--- src/rtl/wdt_pkg.sv ---
package wdt_pkg;

    // One synchroniser stage carries both kick signals side by side.
    typedef struct packed {
        logic lvl;
        logic drv;
    } kick_pair_t;

endpackage

--- src/rtl/wdt_kick_sync.sv ---
module wdt_kick_sync
    import wdt_pkg::*;
#(
    parameter int SYNC_STAGES = 2
) (
    input  logic       clk,
    input  logic       rst_n,
    input  logic       kick_lvl_i,
    input  logic       kick_drv_i,
    output kick_pair_t sync_o
);

    typedef struct packed {
        kick_pair_t [SYNC_STAGES-1:0] chain;
    } sync_state_t;

    sync_state_t state_d, state_q;

    always_comb begin
        state_d = state_q;
        state_d.chain[0].lvl = kick_lvl_i;
        state_d.chain[0].drv = kick_drv_i;
        for (int i = 1; i < SYNC_STAGES; i++) begin
            state_d.chain[i] = state_q.chain[i-1];
        end
    end

    always_ff @(posedge clk or negedge rst_n) begin
        if (!rst_n) begin
            state_q <= '0;
        end else begin
            state_q <= state_d;
        end
    end

    assign sync_o = state_q.chain[SYNC_STAGES-1];

    // The last stage must hold the value the previous stage held one cycle before.
    assert_sync_shift_R11: assert property (@(posedge clk) disable iff (!rst_n)
        $past(rst_n) |-> (sync_o == $past(state_q.chain[SYNC_STAGES-2])));

endmodule

--- src/rtl/wdt_edge_detect.sv ---
module wdt_edge_detect
    import wdt_pkg::*;
(
    input  logic       clk,
    input  logic       rst_n,
    input  kick_pair_t sync_i,
    input  logic       sys_rst_i,
    output logic       kick_edge_o,
    output logic       clear_o
);

    typedef struct packed {
        logic lvl_prev;
    } edge_state_t;

    edge_state_t state_d, state_q;

    always_comb begin
        state_d          = state_q;
        state_d.lvl_prev = sync_i.lvl;
    end

    always_ff @(posedge clk or negedge rst_n) begin
        if (!rst_n) begin
            state_q <= '0;
        end else begin
            state_q <= state_d;
        end
    end

    // Either direction of a transition counts as a kick.
    assign kick_edge_o = sync_i.lvl ^ state_q.lvl_prev;
    assign clear_o     = sys_rst_i | ~sync_i.drv | kick_edge_o;

    assert_undriven_clears_R6: assert property (@(posedge clk) disable iff (!rst_n)
        !sync_i.drv |-> clear_o);

    assert_sysrst_clears_R5: assert property (@(posedge clk) disable iff (!rst_n)
        sys_rst_i |-> clear_o);

endmodule

--- src/rtl/wdt_tick_timer.sv ---
module wdt_tick_timer #(
    parameter int TIMEOUT_TICKS = 1600
) (
    input  logic clk,
    input  logic rst_n,
    input  logic tick_i,
    input  logic clear_i,
    output logic expired_o
);

    localparam int CNT_W = (TIMEOUT_TICKS > 2) ? $clog2(TIMEOUT_TICKS) : 1;
    localparam logic [CNT_W-1:0] LAST = CNT_W'(TIMEOUT_TICKS - 1);

    typedef struct packed {
        logic [CNT_W-1:0] count;
        logic             expired;
    } timer_state_t;

    timer_state_t state_d, state_q;

    always_comb begin
        state_d = state_q;
        if (clear_i) begin
            state_d = '0;
        end else if (tick_i && !state_q.expired) begin
            if (state_q.count == LAST) begin
                state_d.expired = 1'b1;
            end else begin
                state_d.count = state_q.count + 1'b1;
            end
        end
    end

    always_ff @(posedge clk or negedge rst_n) begin
        if (!rst_n) begin
            state_q <= '0;
        end else begin
            state_q <= state_d;
        end
    end

    assign expired_o = state_q.expired;

    assert_count_bound_R2: assert property (@(posedge clk) disable iff (!rst_n)
        state_q.count <= LAST);

    assert_expiry_on_tick_R2: assert property (@(posedge clk) disable iff (!rst_n)
        $rose(state_q.expired) |-> $past(tick_i) && !$past(clear_i));

    assert_hold_expired_R7: assert property (@(posedge clk) disable iff (!rst_n)
        (state_q.expired && !clear_i) |=> state_q.expired);

    assert_clear_restarts_R12: assert property (@(posedge clk) disable iff (!rst_n)
        clear_i |=> (state_q.count == '0) && !state_q.expired);

endmodule

--- src/rtl/wdt_transition_watchdog.sv ---
module wdt_transition_watchdog
    import wdt_pkg::*;
#(
    parameter int TIMEOUT_TICKS = 1600,
    parameter int SYNC_STAGES   = 2
) (
    input  logic clk,
    input  logic rst_n,
    input  logic tick,
    input  logic kick_lvl,
    input  logic kick_drv,
    input  logic sys_rst,
    input  logic supply_low,
    output logic wdo_n
);

    kick_pair_t kick_sync;
    logic       kick_edge;
    logic       timer_clear;
    logic       timer_expired;

    wdt_kick_sync #(
        .SYNC_STAGES(SYNC_STAGES)
    ) i_sync (
        .clk        (clk),
        .rst_n      (rst_n),
        .kick_lvl_i (kick_lvl),
        .kick_drv_i (kick_drv),
        .sync_o     (kick_sync)
    );

    wdt_edge_detect i_edge (
        .clk         (clk),
        .rst_n       (rst_n),
        .sync_i      (kick_sync),
        .sys_rst_i   (sys_rst),
        .kick_edge_o (kick_edge),
        .clear_o     (timer_clear)
    );

    wdt_tick_timer #(
        .TIMEOUT_TICKS(TIMEOUT_TICKS)
    ) i_timer (
        .clk       (clk),
        .rst_n     (rst_n),
        .tick_i    (tick),
        .clear_i   (timer_clear),
        .expired_o (timer_expired)
    );

    // The supply-low path stays combinational so release has no delay.
    assign wdo_n = ~(timer_expired | supply_low);

    assert_supply_low_forces_R8: assert property (@(posedge clk) disable iff (!rst_n)
        supply_low |-> !wdo_n);

    assert_edge_releases_R3: assert property (@(posedge clk) disable iff (!rst_n)
        (kick_edge && kick_sync.drv && !supply_low) |=> (wdo_n || supply_low));

    assert_reset_release_R1: assert property (@(posedge clk) disable iff (!rst_n)
        (!$past(rst_n) && !supply_low) |-> wdo_n);

endmodule

--- config.mk ---
export PLATFORM = sky130hd
export DESIGN_NAME = wdt_transition_watchdog
export DESIGN_NICKNAME = d
export VERILOG_FILES = /design/src/rtl/wdt_pkg.sv /design/src/rtl/wdt_kick_sync.sv /design/src/rtl/wdt_edge_detect.sv /design/src/rtl/wdt_tick_timer.sv /design/src/rtl/wdt_transition_watchdog.sv
export SDC_FILE = /design/constraint.sdc
export NUM_CORES = 1
export LEC_CHECK = 0
export BUFFER_PORTS_ARGS = -buffer_cell sky130_fd_sc_hd__buf_4
export CORE_MARGIN = 2
export CORE_UTILIZATION = 35
export DETAILED_ROUTE_END_ITERATION = 16
export GPL_ROUTABILITY_DRIVEN = 0
export PLACE_DENSITY = 0.59
export SLEW_MARGIN = 25
export SYNTH_ARGS = -nofsm -noshare
export SYNTH_HDL_FRONTEND = slang
export SYNTH_SLANG_ARGS = --single-unit
--- constraint.sdc ---
create_clock -name clk -period 1.88 [get_ports clk]
set_input_delay 0.376 -clock clk [delete_from_list [all_inputs] [get_ports clk]]
set_output_delay 0.376 -clock clk [all_outputs]
set_load 0.01 [all_outputs]
==> out/qor.csv, run 1 <==
metric,value,unit
hp-start,kick_drv,
layout-area-overhead-vs-synth,14.22,%
final_max_slew_viol_count,0,
power.density_cell_area,639.2,nW/um^2
cts_made_buffers,3,
power.net_switching,0.1355,mW
critPathRequiredTime,2.10,ns
ff_latch_area,425.4,sq um
finish.net_count,95,
first_iter_violations,6,
clkTransAtPathRegs,0.09,ns
final_period_minus_worst_setup_slack,1.524,ns
synth-seq-area-share,0.5144,
largest_net_degree_at_the_start_of_global_routing,18,
static_leak,0.3965,nW
relSlewSlack,0.7595,
synth.lib_cells_used.distinct,32,
wl_per_instance,13.01,um
ctsResizeCount,0,
cell_internal_pwr,0.4683,mW
drc,0,
routed-via-count,614,
worstSkewPairLatency,0.29,ns
fp.dieH,52.61,um
cts_sinks,17,
clock_power_share,0.317,
grt_overflow_total,0,
worstPathMaxFanout,6,
unrepaired_setup_endpoints_after_global_routing,no,
n_antenna_cell,0,
rr_startpoint,i_timer.state_q[7]$_DFFE_PN0P_,
ys_dominant_reg_cell,sky130_fd_sc_hd__dfrtp_1,
synthesis.nets,84,
tritoncts,done,
synthesis.yosys.warnings,0,
critPathCapture,i_timer.state_q[1]$_DFFE_PN0P_,
antenna_found_initial,0,
final_layout_size_suffix_gt1_frac,0.2093,
grtUsageTotal,0.1296,
ctsRootBufferMaster,sky130_fd_sc_hd__clkbuf_4,
share_of_synthesized_registers_carrying_an_async_set_or_reset,1.000,
worstPathArrival,1.74,ns
synth.largest_area_cell,sky130_fd_sc_hd__dfrtp_1,
power_frac_seq,0.620,
grt_pass1_vias,584,
r2r.worst_path.cells,4,
max_cap_violations,0,
startpoint,i_timer.state_q[7]$_DFFE_PN0P_,
rr_endpoint,i_timer.state_q[1]$_DFFE_PN0P_,
maxClockFrequency,0.6561,GHz
core_area,2233,sq um
die_extent_in_x,52.61,um
synth_seq_cells,17,
timing.reg2reg.setup_slack,0.36,ns
routed_wirelength,1483,um
library_cell_with_the_highest_instance_count_after_synthesis,sky130_fd_sc_hd__dfrtp_1,
grt_first_pass_wirelength,2546,um
clk_path_buf_depth,2,
postSynthCellCount,76,
antenna_violating_nets_remaining,0,
criticalPathCategory,register to register,
status,"finished, final reports clean",
finClkSkew,0.001121,ns
post_synth_edffs,0,
synthesis.area,827.0,sq um
cells_taking_the_most_area_after_synthesis,"sky130_fd_sc_hd__dfrtp_1 (51%), sky130_fd_sc_hd__xor2_1 (5.3%), sky130_fd_sc_hd__nand4_1 (4.5%)",
tightestPinTransition,0.3516,ns
die_area,2768,sq um
port_buffers,7,
initial_utilization,0.3703,
holdCritPathClass,input pin to register,
power_frac_comb,0.063,
fillerInstances,230,
postCtsSetupBuffers,0,
number_of_ports_placed_on_the_die_boundary,8,
level_count_of_the_clock_h_tree,1,
worst_ir_drop_vdd,0.0004539,V
cp-end-kind,register,
std_cell_rows,17,
syn-mean-instance-area,10.88,sq um
swShare,0.2244,
yosys.area.top_type_share,0.5144,
multi_input_gate_area_in_the_final_layout,386.6,sq um
post_synth_most_frequent_cells,"sky130_fd_sc_hd__dfrtp_1 (17), sky130_fd_sc_hd__nor2_1 (7), sky130_fd_sc_hd__nand4_1 (6), sky130_fd_sc_hd__nand2_1 (5), sky130_fd_sc_hd__xor2_1 (5)",
hold_buffers,1,
hold_ws,0.1858,ns
route.detailed.vias_per_inst,5.386,
drt_first_pass_iters,3,
setup_viol_count_final,0,
critPathLaunchType,register,
fin_tns_setup,0,ns
final_hold_viol_count,0,
final_min_period_over_clock_period,0.8107,
## final cells by class
cell class	count	share of cell area
clock inverter	1	0.005298
sequential	17	0.4503
tap	28	0.03709
clock buffer	3	0.02384
multi-input combinational	56	0.4093
timing repair buffer	9	0.07417
## cells by family (layout without fill, tap and decap cells)
logic type / count (synthesis) / after routing / synth area share
adder cells (fa/ha/maj): 1 / 1 / 0.01513
XOR/XNOR: 5 / 5 / 0.05295
buffers and inverters: 3 / 13 / 0.01815
AND/OR/NAND/NOR: 37 / 37 / 0.2890
flip-flops: 17 / 17 / 0.5144
multiplexers: 2 / 2 / 0.02421
AO/OA/AOI/OAI: 11 / 11 / 0.08623
## power groups by stage
| stage | registers (mW) | logic (mW) | clock network (mW) |
|---|---|---|---|
| 6_report | 0.375 | 0.0380 | 0.191 |
| 5_1_grt | 0.376 | 0.0430 | 0.214 |
| 4_1_cts | 0.375 | 0.0392 | 0.202 |
| 3_5_place_dp | 0.382 | 0.0372 | 0 |
| 3_3_place_gp | 0.381 | 0.0372 | 0 |
| 2_1_floorplan | 0.381 | 0.0141 | 0 |
## metrics by stage
step                      instance area (sq um)    util  worst slack, ns  instances  total power [mW]
after floorplan                           827.0       -           0.5365         76            0.3953
after global placement                    907.1  0.4062           0.3853        109            0.4185
after detailed placement                  907.1  0.4062           0.3670        109            0.4192
after CTS                                 944.7  0.4230           0.3438        114            0.6166
after global routing                      944.7  0.4230           0.2413        114            0.6331
final                                     944.7  0.4230           0.3558        114            0.6038
## metal layers
layer | wire [um] | global-route usage | vias up
met1 | 697 | 0.1501 | 300
met4 | 21 | 0.04701 | 0
met3 | 48 | 0.05143 | 5
li1 | - | - | 302
met2 | 716 | 0.2146 | 7
met5 | 0 | 0 | -
## registers in the layout, summed over array words and instances (netlist names)
signal,count
i_timer.state_q,11
i_sync.sync_o,2
i_timer.expired_o,1
i_sync.state_d,2
i_edge.state_q,1
## cell usage in the layout (no fill, tap or decap), types with 2 or more instances in the layout
cell                        n
sky130_fd_sc_hd__mux2i_1    2
sky130_fd_sc_hd__dfrtp_1   17
sky130_fd_sc_hd__and3_1     2
sky130_fd_sc_hd__nor2_1     7
sky130_fd_sc_hd__nand4_1    6
sky130_fd_sc_hd__clkbuf_4   3
sky130_fd_sc_hd__a31oi_1    3
sky130_fd_sc_hd__nand3_1    3
sky130_fd_sc_hd__buf_4      8
sky130_fd_sc_hd__nand2_1    5
sky130_fd_sc_hd__xor2_1     5
sky130_fd_sc_hd__a21oi_1    3
## worst max-delay path, cell delays in order (launching register included)
cell	delay (ns)
sky130_fd_sc_hd__dfrtp_1	0.46
sky130_fd_sc_hd__nor4b_4	0.44
sky130_fd_sc_hd__nand3_2	0.15
sky130_fd_sc_hd__o21ai_2	0.20
sky130_fd_sc_hd__mux2i_1	0.20
## worst min-delay path by stage
stage,endpoint,slack (ns),cells past startpoint
after global routing,i_sync.state_d[3]$_DFF_PN0_,0.16,1
after CTS,i_sync.state_d[2]$_DFF_PN0_,0.17,1
after detailed placement,i_timer.state_q[11]$_DFFE_PN0P_,0.25,1
final,i_sync.state_d[2]$_DFF_PN0_,0.19,1
after floorplan,i_edge.state_q$_DFF_PN0_,0.08,0
after global placement,i_timer.state_q[9]$_DFFE_PN0P_,0.25,1
No activity file was read; power rests on OpenSTA's default activity.
==> run 2, diff against run 1 <==
==> constraint.sdc (replaced) <==
create_clock -name clk -period 1.58 [get_ports clk]
set_input_delay 0.316 -clock clk [delete_from_list [all_inputs] [get_ports clk]]
set_output_delay 0.316 -clock clk [all_outputs]
set_load 0.01 [all_outputs]
==> run 2 against run 1 <==
- via count up 0.65%
- hold slack worse by 0.072 ns
- routed wire length up 5.1%
- sequential share of layout area down 1.2 points
- fmax up 4.6%
- total power up 22%
- count of clock-buffer cells in the layout unchanged
- utilization up 1.1 points
- flip-flop and latch count unchanged
- sequential power up 19%
- register-to-register slack worse by 0.23 ns
- critical endpoint unchanged
- largest cell class unchanged
- largest power group unchanged
==> out/qor.csv, run 2 (same netlist as run 1, synthesis figures left out) <==
metric,value,unit,change
status,"finished, final reports clean",,unchanged
largest_register_ff_count,11,,unchanged
core_area,2233,sq um,unchanged
final_period_minus_worst_setup_slack,1.458,ns,was 1.524 ns
fp.dieH,52.61,um,unchanged
register_with_the_most_flip_flops,i_timer.state_q,,unchanged
grt_overflow_total,0,,unchanged
clkTransAtPathRegs,0.10,ns,was 0.09 ns
finish.net_count,98,,was 95
multi_input_gate_area_in_the_final_layout,386.6,sq um,unchanged
holdCritPathClass,input pin to register,,unchanged
critical_path.cell_chain,"nor4b_4, nand3_2, o21ai_2, mux2i_1",,unchanged
cts_sinks,17,,unchanged
final_hold_viol_count,0,,unchanged
ctsResizeCount,0,,unchanged
tightestPinTransition,0.3648,ns,was 0.3516 ns
cts_made_buffers,3,,unchanged
layout.cells.most_common_list,"sky130_fd_sc_hd__dfrtp_1 (17), sky130_fd_sc_hd__buf_4 (11), sky130_fd_sc_hd__nor2_1 (7)",,"was sky130_fd_sc_hd__dfrtp_1 (17), sky130_fd_sc_hd__buf_4 (8), sky130_fd_sc_hd__nor2_1 (7)"
fin_tns_setup,0,ns,unchanged
std_cell_rows,17,,unchanged
relSlewSlack,0.7505,,was 0.7595
worstSkewPairLatency,0.30,ns,was 0.29 ns
worst_path_dominant_cell_family,simple AND/OR/NAND/NOR gates,,unchanged
timing.reg2reg.setup_slack,0.12,ns,was 0.36 ns
level_count_of_the_clock_h_tree,1,,unchanged
grtUsageTotal,0.1375,,was 0.1296
grt_pass1_vias,607,,was 584
routed_wirelength,1558,um,was 1483 um
port_buffers,7,,unchanged
largest_net_degree_at_the_start_of_global_routing,18,,unchanged
n_antenna_cell,0,,unchanged
slowest_delay,0.45,ns,was 0.46 ns
die_area,2768,sq um,unchanged
power.density_cell_area,760.4,nW/um^2,was 639.2 nW/um^2
layout-area-overhead-vs-synth,17.25,%,was 14.22%
final_layout_size_suffix_gt1_frac,0.2360,,was 0.2093
wl_per_instance,13.32,um,was 13.01 um
routed-via-count,618,,was 614
first_iter_violations,8,,was 6
antenna_found_initial,0,,unchanged
highest_layer,met4,,unchanged
detailroute.wirelength.met2,702,um,was 716 um
clk_path_buf_depth,2,,unchanged
met3WireLength,66,um,was 48 um
most_common_cell_after_layout_fill_and_taps_aside,sky130_fd_sc_hd__dfrtp_1,,unchanged
criticalPathCategory,register to register,,unchanged
routedLengthMet1,756,um,was 697 um
worstPathMaxFanout,4,,was 6
drt_first_pass_iters,4,,was 3
worst_ir_drop_vdd,0.0003953,V,was 0.0004539 V
critical_path.slowest_cell,sky130_fd_sc_hd__dfrtp_1,,unchanged
timing.critical_path.buf_inv,0,,unchanged
number_of_ports_placed_on_the_die_boundary,8,,unchanged
initial_utilization,0.3703,,unchanged
setup_viol_count_final,0,,unchanged
tritoncts,done,,unchanged
critPathRequiredTime,1.81,ns,was 2.10 ns
max_cap_violations,0,,unchanged
unrepaired_setup_endpoints_after_global_routing,no,,unchanged
finClkSkew,0.002739,ns,was 0.001121 ns
ctsRootBufferMaster,sky130_fd_sc_hd__clkbuf_4,,unchanged
die_extent_in_x,52.61,um,unchanged
critPathLaunchType,register,,unchanged
grt_first_pass_wirelength,2732,um,was 2546 um
cp-end-kind,register,,unchanged
static_leak,0.4091,nW,was 0.3965 nW
drc,0,,unchanged
final_min_period_over_clock_period,0.9227,,was 0.8107
hold_ws,0.1137,ns,was 0.1858 ns
final_max_slew_viol_count,0,,unchanged
worstPathArrival,1.69,ns,was 1.74 ns
detail_placement_hpwl,1055,um,
antenna_violating_nets_remaining,0,,unchanged
ff_latch_area,425.4,sq um,unchanged
route.detailed.vias_per_inst,5.282,,was 5.386
maxClockFrequency,0.6860,GHz,was 0.6561 GHz
fillerInstances,225,,was 230
-- run 2: cell type report --
class	count	area share
clock inverter	1	0.007742
sequential	17	0.4387
tap	28	0.03613
multi-input combinational	56	0.3987
clock buffer	3	0.02323
timing repair buffer	12	0.09548
-- run 2: worst paths after layout --
kind / startpoint / endpoint / cells after the start
max: i_timer.state_q[9]$_DFFE_PN0P_ / i_timer.state_q[1]$_DFFE_PN0P_ / 4
min: kick_lvl / i_sync.state_d[3]$_DFF_PN0_ / 1
max reg2reg: i_timer.state_q[9]$_DFFE_PN0P_ / i_timer.state_q[1]$_DFFE_PN0P_ / 4
min reg2reg: i_sync.state_d[2]$_DFF_PN0_ / i_sync.sync_o[0]$_DFF_PN0_ / 0
max in group asynchronous: rst_n / i_timer.state_q[7]$_DFFE_PN0P_ / 2
min in group asynchronous: rst_n / i_timer.state_q[10]$_DFFE_PN0P_ / 2
-- run 2: metrics by stage --
step                      instance area (sq um)  total power [mW]  cells    util  worst slack, ns
after floorplan                           827.0            0.4704     76       -           0.2365
after global placement                    914.6            0.4985    110  0.4095           0.1613
after detailed placement                  914.6            0.4997    110  0.4095           0.1121
after CTS                                 954.7            0.7529    115  0.4275          0.09137
after global routing                      969.7            0.7732    117  0.4342          0.01769
final                                     969.7            0.7373    117  0.4342           0.1222
-- run 2: power by group --
| part | total [mW] | internal (mW) | leakage (nW) | switching (mW) |
|---|---|---|---|---|
| Combinational | 0.0458 | 0.0208 | 0.169 | 0.0250 |
| Clock | 0.246 | 0.0966 | 0.0139 | 0.149 |
| Sequential | 0.446 | 0.442 | 0.226 | 0.00324 |
-- run 2: metal layers --
layer / up-vias / global-route usage
li1: 303 / -
met1: 293 / 0.1661
met2: 16 / 0.2229
met3: 6 / 0.04286
met4: 0 / 0.05983
met5: - / 0
-- run 2: timing repair --
action / CTS / global route
setup buffers: 0 / 2
endpoints found under the setup margin: 0 / 2
hold buffers: 1 / 0
endpoints found under the hold margin: 17 / 0
==> run 3, diff against run 2 <==
--- a/config.mk
+++ b/config.mk
@@ -6,11 +6,11 @@
 export NUM_CORES = 1
 export LEC_CHECK = 0
 export BUFFER_PORTS_ARGS = -buffer_cell sky130_fd_sc_hd__buf_4
-export CORE_MARGIN = 2
+export CORE_MARGIN = 8
 export CORE_UTILIZATION = 35
 export DETAILED_ROUTE_END_ITERATION = 16
 export GPL_ROUTABILITY_DRIVEN = 0
-export PLACE_DENSITY = 0.59
+export PLACE_DENSITY = 0.61
 export SLEW_MARGIN = 25
 export SYNTH_ARGS = -nofsm -noshare
 export SYNTH_HDL_FRONTEND = slang
==> constraint.sdc (replaced) <==
create_clock -name clk -period 1.3 [get_ports clk]
set_input_delay 0.065 -clock clk [delete_from_list [all_inputs] [get_ports clk]]
set_output_delay 0.065 -clock clk [all_outputs]
set_load 0.01 [all_outputs]
==> run 3 against run 2 <==
- the run now ends with setup timing left
- clock power is 16% higher
- total power grew 22%
- via count grew 8.1%
- largest power group unchanged
- cell count up 10%
- critical endpoint is now i_timer.state_q[2]$_DFFE_PN0P_
- flip-flop and latch count is the same
- register-to-register slack lost 0.26 ns
==> out/qor.csv, run 3 (same netlist as run 1, synthesis figures left out) <==
metric,value,unit,change
clk_path_buf_depth,2,,unchanged
grt_first_pass_wirelength,2918,um,was 2732 um
final_period_minus_worst_setup_slack,1.437,ns,was 1.458 ns
drt_first_pass_iters,5,,was 4
ctsRootBufferMaster,sky130_fd_sc_hd__clkbuf_4,,unchanged
holdCritPathClass,input pin to register,,unchanged
most_common_cell_after_layout_fill_and_taps_aside,sky130_fd_sc_hd__buf_4,,was sky130_fd_sc_hd__dfrtp_1
static_leak,0.4734,nW,was 0.4091 nW
cp-end-kind,register,,unchanged
criticalPathCategory,register to register,,unchanged
core_area,2233,sq um,unchanged
power.density_cell_area,829.9,nW/um^2,was 760.4 nW/um^2
route.detailed.vias_per_inst,5.178,,was 5.282
wl_per_instance,13.11,um,was 13.32 um
die_area,4174,sq um,was 2768 sq um
cts_sinks,17,,unchanged
tightestPinTransition,0.3523,ns,was 0.3648 ns
largest_net_degree_at_the_start_of_global_routing,18,,unchanged
drc,0,,unchanged
fp.dieH,64.61,um,was 52.61 um
unrepaired_setup_endpoints_after_global_routing,yes,,was no
grtUsageTotal,0.08555,,was 0.1375
tritoncts,done,,unchanged
layout-area-overhead-vs-synth,31.32,%,was 17.25%
relSlewSlack,0.7591,,was 0.7505
level_count_of_the_clock_h_tree,1,,unchanged
antenna_found_initial,0,,unchanged
status,"finished, violations left",,"was finished, final reports clean"
setup_viol_count_final,7,,was 0
routedLengthMet1,765,um,was 756 um
routed_wirelength,1691,um,was 1558 um
die_extent_in_x,64.61,um,was 52.61 um
register_with_the_most_flip_flops,i_timer.state_q,,unchanged
initial_utilization,0.3703,,unchanged
critPathCapture,i_timer.state_q[2]$_DFFE_PN0P_,,was i_timer.state_q[1]$_DFFE_PN0P_
max_cap_violations,0,,unchanged
routed-via-count,668,,was 618
clkTransAtPathRegs,0.10,ns,about the same
critPathLaunchType,register,,unchanged
first_iter_violations,20,,was 8
final_max_slew_viol_count,0,,unchanged
n_antenna_cell,0,,unchanged
met3WireLength,54,um,was 66 um
antenna_violating_nets_remaining,0,,unchanged
worstPathMaxFanout,3,,was 4
r2r.worst_path.cells,4,,unchanged
timing.reg2reg.setup_slack,-0.14,ns,was 0.12 ns
highest_layer,met4,,unchanged
port_buffers,7,,unchanged
number_of_ports_placed_on_the_die_boundary,8,,unchanged
detail_placement_hpwl,1168,um,was 1055 um
worst_ir_drop_vdd,0.0006319,V,was 0.0003953 V
placement.setup.worst_slack,-0.1118,ns,was 0.1121 ns
finClkSkew,0.004478,ns,was 0.002739 ns
layout.cells.most_common_list,"sky130_fd_sc_hd__buf_4 (21), sky130_fd_sc_hd__dfrtp_1 (17), sky130_fd_sc_hd__nor2_1 (7)",,"was sky130_fd_sc_hd__dfrtp_1 (17), sky130_fd_sc_hd__buf_4 (11), sky130_fd_sc_hd__nor2_1 (7)"
startpoint,i_timer.state_q[7]$_DFFE_PN0P_,,was i_timer.state_q[9]$_DFFE_PN0P_
grt_overflow_total,0,,unchanged
std_cell_rows,17,,unchanged
setup_ws,-0.1369,ns,was 0.1222 ns
final_hold_viol_count,0,,unchanged
rr_endpoint,i_timer.state_q[2]$_DFFE_PN0P_,,was i_timer.state_q[1]$_DFFE_PN0P_
final_min_period_over_clock_period,1.105,,was 0.9227
violations,setup timing,,
largest_register_ff_count,11,,unchanged
fin_tns_setup,-0.3543,ns,was 0 ns
cts_made_buffers,3,,unchanged
grt_pass1_vias,666,,was 607
finish.net_count,110,,was 98
worstPathArrival,1.65,ns,was 1.69 ns
critPathRequiredTime,1.52,ns,was 1.81 ns
maxClockFrequency,0.6959,GHz,was 0.6860 GHz
rr_startpoint,i_timer.state_q[7]$_DFFE_PN0P_,,was i_timer.state_q[9]$_DFFE_PN0P_
detailroute.wirelength.met2,856,um,was 702 um
worstSkewPairLatency,0.29,ns,was 0.30 ns
final_layout_size_suffix_gt1_frac,0.3564,,was 0.2360
run 3: cell count changes in the layout (fill, tap and decap cells not counted), sizes merged:
cell	previous run	this run
buf	11	21
clkinvlp	1	0
dlygate4sd3	1	3
clkinv	0	1
run 3: critical path, cell delays in order (launching register included):
cell and delay, ns:
sky130_fd_sc_hd__dfrtp_1 0.42, sky130_fd_sc_hd__nor4b_4 0.36, sky130_fd_sc_hd__nand3_2 0.17, sky130_fd_sc_hd__o21ai_4 0.19, sky130_fd_sc_hd__mux2i_1 0.22
run 3: power breakdown:
part	total [mW]	switching (mW)	internal, mW
Combinational	0.0749	0.0355	0.0394
Clock	0.285	0.170	0.114
Sequential	0.542	0.00425	0.538
run 3: area by class of cell:
cell class	instances	area, sq um
clock inverters	1	5.005
multi-input cells	56	410.4
fillers	218	1147
flip-flops and latches	17	425.4
repair buffers	24	187.7
well taps	28	35.03
clock buffers	3	22.52
run 3: worst min-delay path by stage:
stage	start	end	slack [ns]	cells after the start
after floorplan	rst_n	i_edge.state_q$_DFF_PN0_	-0.23	0
after global placement	rst_n	i_timer.state_q[11]$_DFFE_PN0P_	-0.06	1
final	sys_rst	i_timer.state_q[5]$_DFFE_PN0P_	0.14	3
after CTS	sys_rst	i_timer.state_q[3]$_DFFE_PN0P_	0.13	3
after global routing	sys_rst	i_timer.state_q[5]$_DFFE_PN0P_	0.14	3
after detailed placement	rst_n	i_timer.state_q[11]$_DFFE_PN0P_	-0.06	1
run 3: routing by layer:
| metal | vias up | track usage |
|---|---|---|
| li1 | 330 | - |
| met1 | 327 | 0.1017 |
| met2 | 9 | 0.1416 |
| met3 | 2 | 0.02062 |
| met4 | 0 | 0.04087 |
| met5 | - | 0 |
run 3: stage by stage:
step	hold slack (ns)	area, sq um	utilization	total power [mW]	instances
after CTS	0.1307	1071	0.4796	0.9111	128
after global placement	-0.06136	999.7	0.4476	0.6133	121
after global routing	0.1407	1086	0.4863	0.9360	129
final	0.1418	1086	0.4863	0.9014	129
after floorplan	-0.2306	829.5	-	0.5718	76
after detailed placement	-0.05801	999.7	0.4476	0.6151	121
run 3: timing repair:
| item | CTS | global route |
|---|---|---|
| hold buffers | 3 | 0 |
| endpoints found under the setup margin | 9 | 9 |
| gates resized for setup | 4 | 2 |
| gates cloned | 0 | 0 |
| pin swaps | 2 | 6 |
| setup buffers | 0 | 1 |
| hold endpoints to repair | 19 | 0 |
